==> src/rtl/bwm_pkg.sv <==
package bwm_pkg;

  typedef enum logic {
    MODE_ONESHOT = 1'b0,
    MODE_PERSIST = 1'b1
  } mask_mode_e;

endpackage

==> src/rtl/bwm_rst_sync.sv <==
module bwm_rst_sync (
  input  logic clk,
  input  logic rst_n,
  output logic rst_n_sync
);

  logic [1:0] sync_q;

  always_ff @(posedge clk or negedge rst_n) begin
    if (!rst_n) begin
      sync_q <= 2'b00;
    end else begin
      sync_q <= {sync_q[0], 1'b1};
    end
  end

  assign rst_n_sync = sync_q[1];

endmodule

==> src/rtl/bwm_mode_ctrl.sv <==
module bwm_mode_ctrl
  import bwm_pkg::*;
#(
  parameter int W = 16
) (
  input  logic         clk,
  input  logic         rst_n,
  input  logic         load_i,
  input  logic         refresh_i,
  input  logic         opt_rst_i,
  input  logic [W-1:0] data_i,
  output logic         persist_o,
  output logic [W-1:0] stored_o
);

  mask_mode_e   mode_q, mode_d;
  logic [W-1:0] stored_q, stored_d;
  logic         clr_req;
  logic         upd_en;

  // An option reset outranks a load arriving on the same edge.
  always_comb begin
    clr_req  = refresh_i && opt_rst_i;
    mode_d   = mode_q;
    stored_d = stored_q;
    if (clr_req) begin
      mode_d = MODE_ONESHOT;
    end else if (load_i) begin
      mode_d   = MODE_PERSIST;
      stored_d = data_i;
    end
    upd_en = clr_req || load_i;
  end

  always_ff @(posedge clk or negedge rst_n) begin
    if (!rst_n) begin
      mode_q   <= MODE_ONESHOT;
      stored_q <= '1;
    end else if (upd_en) begin
      mode_q   <= mode_d;
      stored_q <= stored_d;
    end
  end

  assign persist_o = (mode_q == MODE_PERSIST);
  assign stored_o  = stored_q;

  a_r8_optreset_clears: assert property (@(posedge clk) disable iff (!rst_n)
    (refresh_i && opt_rst_i) |=> !persist_o);

  a_r5_load_enters_persist: assert property (@(posedge clk) disable iff (!rst_n)
    (load_i && !(refresh_i && opt_rst_i)) |=> (persist_o && stored_o == $past(data_i)));

  a_r9_plain_refresh_keeps: assert property (@(posedge clk) disable iff (!rst_n)
    (refresh_i && !opt_rst_i && !load_i) |=> ($stable(persist_o) && $stable(stored_o)));

  a_r7_persist_sticky: assert property (@(posedge clk) disable iff (!rst_n)
    (persist_o && !(refresh_i && opt_rst_i)) |=> persist_o);

endmodule

==> src/rtl/bwm_cycle_capture.sv <==
module bwm_cycle_capture #(
  parameter int W = 16
) (
  input  logic         clk,
  input  logic         rst_n,
  input  logic         start_i,
  input  logic         we_n_i,
  input  logic         persist_i,
  input  logic [W-1:0] stored_i,
  input  logic [W-1:0] data_i,
  output logic [W-1:0] mask_o
);

  logic [W-1:0] mask_q, mask_d;

  always_comb begin
    if (we_n_i) begin
      mask_d = '1;
    end else if (persist_i) begin
      mask_d = stored_i;
    end else begin
      mask_d = data_i;
    end
  end

  always_ff @(posedge clk or negedge rst_n) begin
    if (!rst_n) begin
      mask_q <= '0;
    end else if (start_i) begin
      mask_q <= mask_d;
    end
  end

  assign mask_o = mask_q;

  a_r12_mask_holds: assert property (@(posedge clk) disable iff (!rst_n)
    !start_i |=> $stable(mask_o));

  a_r4_unmasked_cycle: assert property (@(posedge clk) disable iff (!rst_n)
    (start_i && we_n_i) |=> (mask_o == '1));

  a_r6_persist_uses_store: assert property (@(posedge clk) disable iff (!rst_n)
    (start_i && !we_n_i && persist_i) |=> (mask_o == $past(stored_i)));

  a_r2_oneshot_uses_bus: assert property (@(posedge clk) disable iff (!rst_n)
    (start_i && !we_n_i && !persist_i) |=> (mask_o == $past(data_i)));

endmodule

==> src/rtl/bwm_lane_gate.sv <==
module bwm_lane_gate #(
  parameter int LANE_W  = 8,
  parameter int N_LANES = 2
) (
  input  logic [LANE_W*N_LANES-1:0] mask_i,
  input  logic [N_LANES-1:0]        sel_i,
  output logic [LANE_W*N_LANES-1:0] wr_en_o
);

  for (genvar ln = 0; ln < N_LANES; ln++) begin : g_lane
    assign wr_en_o[ln*LANE_W +: LANE_W] =
      mask_i[ln*LANE_W +: LANE_W] & {LANE_W{sel_i[ln]}};
  end

endmodule

==> src/rtl/bitwrite_mask_gen.sv <==
module bitwrite_mask_gen #(
  parameter int LANE_W  = 8,
  parameter int N_LANES = 2
) (
  input  logic                      clk,
  input  logic                      rst_n,
  input  logic                      cyc_start,
  input  logic                      cyc_we_n,
  input  logic [LANE_W*N_LANES-1:0] data_in,
  input  logic                      load_mask,
  input  logic                      refresh,
  input  logic                      opt_reset,
  input  logic [N_LANES-1:0]        lane_sel,
  output logic [LANE_W*N_LANES-1:0] wr_en
);

  localparam int W = LANE_W * N_LANES;

  logic         rst_n_s;
  logic         persist;
  logic [W-1:0] stored_mask;
  logic [W-1:0] cycle_mask;

  bwm_rst_sync u_rst (
    .clk       (clk),
    .rst_n     (rst_n),
    .rst_n_sync(rst_n_s)
  );

  bwm_mode_ctrl #(.W(W)) u_mode (
    .clk      (clk),
    .rst_n    (rst_n_s),
    .load_i   (load_mask),
    .refresh_i(refresh),
    .opt_rst_i(opt_reset),
    .data_i   (data_in),
    .persist_o(persist),
    .stored_o (stored_mask)
  );

  bwm_cycle_capture #(.W(W)) u_cap (
    .clk      (clk),
    .rst_n    (rst_n_s),
    .start_i  (cyc_start),
    .we_n_i   (cyc_we_n),
    .persist_i(persist),
    .stored_i (stored_mask),
    .data_i   (data_in),
    .mask_o   (cycle_mask)
  );

  bwm_lane_gate #(.LANE_W(LANE_W), .N_LANES(N_LANES)) u_gate (
    .mask_i (cycle_mask),
    .sel_i  (lane_sel),
    .wr_en_o(wr_en)
  );

  for (genvar ln = 0; ln < N_LANES; ln++) begin : g_chk
    a_r10_lane_off: assert property (@(posedge clk) disable iff (!rst_n_s)
      !lane_sel[ln] |-> (wr_en[ln*LANE_W +: LANE_W] == '0));
  end

endmodule

==> config.mk <==
export PLATFORM = sky130hd
export DESIGN_NAME = bitwrite_mask_gen
export DESIGN_NICKNAME = d
export VERILOG_FILES = /design/src/rtl/bwm_pkg.sv /design/src/rtl/bwm_rst_sync.sv /design/src/rtl/bwm_mode_ctrl.sv /design/src/rtl/bwm_cycle_capture.sv /design/src/rtl/bwm_lane_gate.sv /design/src/rtl/bitwrite_mask_gen.sv
export SDC_FILE = /design/constraint.sdc
export NUM_CORES = 1
export LEC_CHECK = 0
export BUFFER_PORTS_ARGS = -buffer_cell sky130_fd_sc_hd__clkbuf_2
export CORE_UTILIZATION = 50
export CTS_CLUSTER_SIZE = 24
export DETAILED_ROUTE_END_ITERATION = 7
export PLACE_DENSITY_LB_ADDON = 0.1
export SYNTH_ARGS = -nofsm -noshare
export SYNTH_HDL_FRONTEND = slang
export SYNTH_HIERARCHICAL = 1
export SYNTH_SLANG_ARGS = --single-unit
==> constraint.sdc <==
create_clock -name clk -period 1.2 [get_ports clk]
set_input_delay 0.24 -clock clk [delete_from_list [all_inputs] [get_ports clk]]
set_output_delay 0.24 -clock clk [all_outputs]
set_load 0.01 [all_outputs]
==> results.txt <==
* Syn_area_per_cell: ~13 µm²
* Most frequent cells after synthesis: 19 x sky130_fd_sc_hd__dfrtp_1, 17 x sky130_fd_sc_hd__nor2_1, 16 x sky130_fd_sc_hd__and2_1, 16 x sky130_fd_sc_hd__dfstp_2, 16 x sky130_fd_sc_hd__mux2i_1
- After floorplanning, the core was divided into 20 placement rows.
- Post-detailed-route via-to-cell ratio: 4.843
- The flow ran to the end, but the final reports show violations.
- TritonCTS built the clock tree.
- Area of the core region: 3128 µm²
- Max-slew violation count: 0
- Number of synthesized flops with an enable pin: 0
- The final critical path takes up 101.8% of the cycle.
- Once routing completed, OpenROAD measured the worst setup slack at -21.27 ps.
* Input/output buffers: 40
* Number of warnings issued by yosys: 6
- First-pass GRT wire length: around 4700 µm
* FFs w/ async S/R, synth: 100.0%
- Summed over its instances, the top area cell type makes up 28.19% of the synthesized netlist area.
- Insertion delay to the later sink of the worst-skew pair: 340 ps
* Number of CTS-inserted buffers: 5
- Number of antenna-violating nets in the routed design: 0
* Sequential share of power: a little over half
* Via count of the first global-routing pass: around 1100
* Height of the die: 60.08 µm
* IO Count: 41
- Synth area leader: sky130_fd_sc_hd__dfrtp_1
* Tmin final: 1221 ps
- Worst hold path type: primary input to flip-flop
- The worst setup path is launched from a flip-flop.
* Pre-CTS setup slack: slightly above 60 ps
* Cell area after synthesis: 1687 µm²
- Cells fill roughly two thirds of the core in the end.
- Cell chosen for the clock root: sky130_fd_sc_hd__clkbuf_4
- For this design, the sink count on the clock tree is 35.
- In this run the power spent charging and discharging nets is 708.6 µW.
- The share of total power dissipated in the clock network is a little over a quarter.
* Worst IR drop on VDD: 0.6913 mV
* Vias: about 1100
* Cell total after placement: 211
- No sink is reached through more buffers than the 2 on the longest clock path.
* Worst endpoint data arrival time: 980 ps
- For this configuration, the core starts out at a cell density of 53.92%.
- Post-Route WL: 2899 µm
* Count leader, synth: sky130_fd_sc_hd__dfrtp_1
- GRT Resource Usage Total: a little under a fifth
* Unique cell type count in the Yosys netlist: 15
* Highest fanout seen on the critical path: 2
* Antenna violations before repair: 0
- Seq cells post-synth: 35
- Die boundary width: between 60 and 70 µm
- The tool flagged a number of max-cap violations equal to 0.
- Internal power comes to 2.031 mW.
- In this run the cell area measured after placement is between 1500 and 2000 µm².
- RSZ-0062 raised after global routing: true
- Dividing total power by cell area gives a power density of between 1000 and 1500 nW/µm².
- Leakage dissipation: 0.9648 nW
- The post-route netlist has 57.54% of its cells at a drive strength greater than 1.
- For this run the aggregate overflow at the end of global routing stands at 0.
* Peak clock frequency supported by timing: 0.8188 GHz
* Growth of design area from synthesis to finish: 21.07%
- Switching portion of total power: 25.86%
* Critical path required time: ~960 ps
* Largest net degree at the start of global routing: 34
* Detailed router's first-iteration violation count: 33
- Failing checks: setup timing
- Element type at the critical path end: output pin
- Final hold violation count: 0
* Area of all placed cells without fillers: ~2000 µm²
* Diode insertion count for antenna repair: 0
- Worst clock skew: 5.740 ps
- Setup TNS: -215.0 ps
- Among all flip-flop cells after synthesis, the most frequent one is sky130_fd_sc_hd__dfrtp_1.
- Detailed placement ended at an HPWL of 2065 µm.
* Nets in the synthesized netlist: 152
* DRC errors left: 0
* Filler-free cell count of the finished design: about 220
- Sequential share of the synthesized area: 53.12%
- The worst setup path is of the flip-flop to output pin kind.
- Clock transition at the registers of the reported paths: 100 ps
- Combinational logic burns 20.9% of the power.
- Setup violations remaining at the end of the flow were counted as 16.
- At the end of the flow, the number of nets in the layout was 203.
- Wire length per cell: between 10 and 15 µm
- Top area cells in the synthesized netlist: sky130_fd_sc_hd__dfrtp_1 28%, sky130_fd_sc_hd__dfstp_2 25%, sky130_fd_sc_hd__mux2i_1 9.5%, sky130_fd_sc_hd__mux2_4 8.9%, sky130_fd_sc_hd__and2_1 5.9%
* Routability cong.: 0.6759
- The die covers 3610 µm².
- The first detailed-routing pass ran for 6 iterations.
* Fillers: 261
- After technology mapping, the gate count stands at 127.
- Total number of H-tree levels: 2
==> final timing paths <==
path / from / to / slack (ps) / cells after the start
max reg2reg: u_mode/persist_o / u_cap/mask_o[4] / 180 / 3
min: opt_reset / u_mode/persist_o / 130 / 2
min reg2reg: u_rst/sync_q[1] / u_mode/persist_o / 270 / 1
max: u_cap/mask_o[8] / wr_en[8] / -20 / 2
min in group asynchronous: rst_n / u_rst/sync_q[0] / 210 / 2
max in group asynchronous: u_rst/sync_q[1] / u_mode/stored_o[11] / 610 / 1
==> timing repair <==
item                                   CTS  global route
endpoints found under the hold margin    2             0
pin swaps                               16             0
buffers inserted                         1             2
resized for setup                        1             3
hold buffers                             1             0
setup endpoints to repair               16            16
==> placed cells by master, fill, tap and decap left out <==
master,instances
sky130_fd_sc_hd__clkbuf_2,39
sky130_fd_sc_hd__clkbuf_4,5
sky130_fd_sc_hd__a21oi_2,10
sky130_fd_sc_hd__and2_1,14
sky130_fd_sc_hd__buf_6,1
sky130_fd_sc_hd__nor2_1,17
sky130_fd_sc_hd__conb_1,1
sky130_fd_sc_hd__a21boi_4,1
sky130_fd_sc_hd__mux2i_1,16
sky130_fd_sc_hd__dlygate4sd3_1,1
sky130_fd_sc_hd__mux2_2,6
sky130_fd_sc_hd__and2_4,2
sky130_fd_sc_hd__buf_12,2
sky130_fd_sc_hd__dfstp_2,16
sky130_fd_sc_hd__mux2_4,10
sky130_fd_sc_hd__buf_4,8
sky130_fd_sc_hd__dfrtp_1,19
sky130_fd_sc_hd__clkbuf_1,1
sky130_fd_sc_hd__a21oi_1,7
sky130_fd_sc_hd__nor2b_4,1
sky130_fd_sc_hd__clkbuf_8,2
==> stage by stage <==
stage	hold WS, ps	power (mW)
CTS	119.7	2.761
global placement	24.64	1.990
finish	129.9	2.740
floorplan	-55.59	1.842
detailed placement	26.51	2.012
global route	123.3	2.898
==> routing by layer <==
layer | up-vias | part of all wire (%) | GRT usage (%)
li1 | 530 | - | -
met1 | 519 | 43 | 20.93
met2 | 25 | 51 | 31.59
met3 | 6 | 4.1 | 6.710
met4 | 0 | 2.0 | 8.638
met5 | - | 0 | 0
==> worst max-delay path: stages (launching register included) <==
cell and delay, ps:
sky130_fd_sc_hd__dfrtp_1 390, sky130_fd_sc_hd__and2_4 140, sky130_fd_sc_hd__clkbuf_2 120
==> cell type report <==
class | count | area (µm²) | share of cell area, %
clock buffers | 8 | 68.82 | 3.370
flip-flops and latches | 35 | 895.9 | 43.87
multi-input cells | 85 | 705.7 | 34.56
well taps | 44 | 55.05 | 2.696
repair buffers | 51 | 316.6 | 15.50
==> power groups by stage <==
stage / Sequential (mW) / Combinational [mW] / Clock, mW
floorplan: 1.45 / 0.388 / 0
global placement: 1.45 / 0.537 / 0
detailed placement: 1.46 / 0.549 / 0
CTS: 1.44 / 0.563 / 0.756
global route: 1.46 / 0.629 / 0.811
finish: 1.44 / 0.574 / 0.725
==> state kept, by name (all words and copies together) (netlist names) <==
name and cells:
u_rst/sync_q 2, u_mode/stored_o 16, u_mode/persist_o 1, u_cap/mask_o 16
==> kinds of logic after synthesis <==
group	after synthesis	share of synthesized area, %
other	1	0.2223
DFF	35	53.12
AOI/OAI and AO/OA	18	8.382
muxes	32	22.40
buffers and inverters	7	5.341
and+or+nand+nor	34	10.53
(Power assumes the default switching activity.)
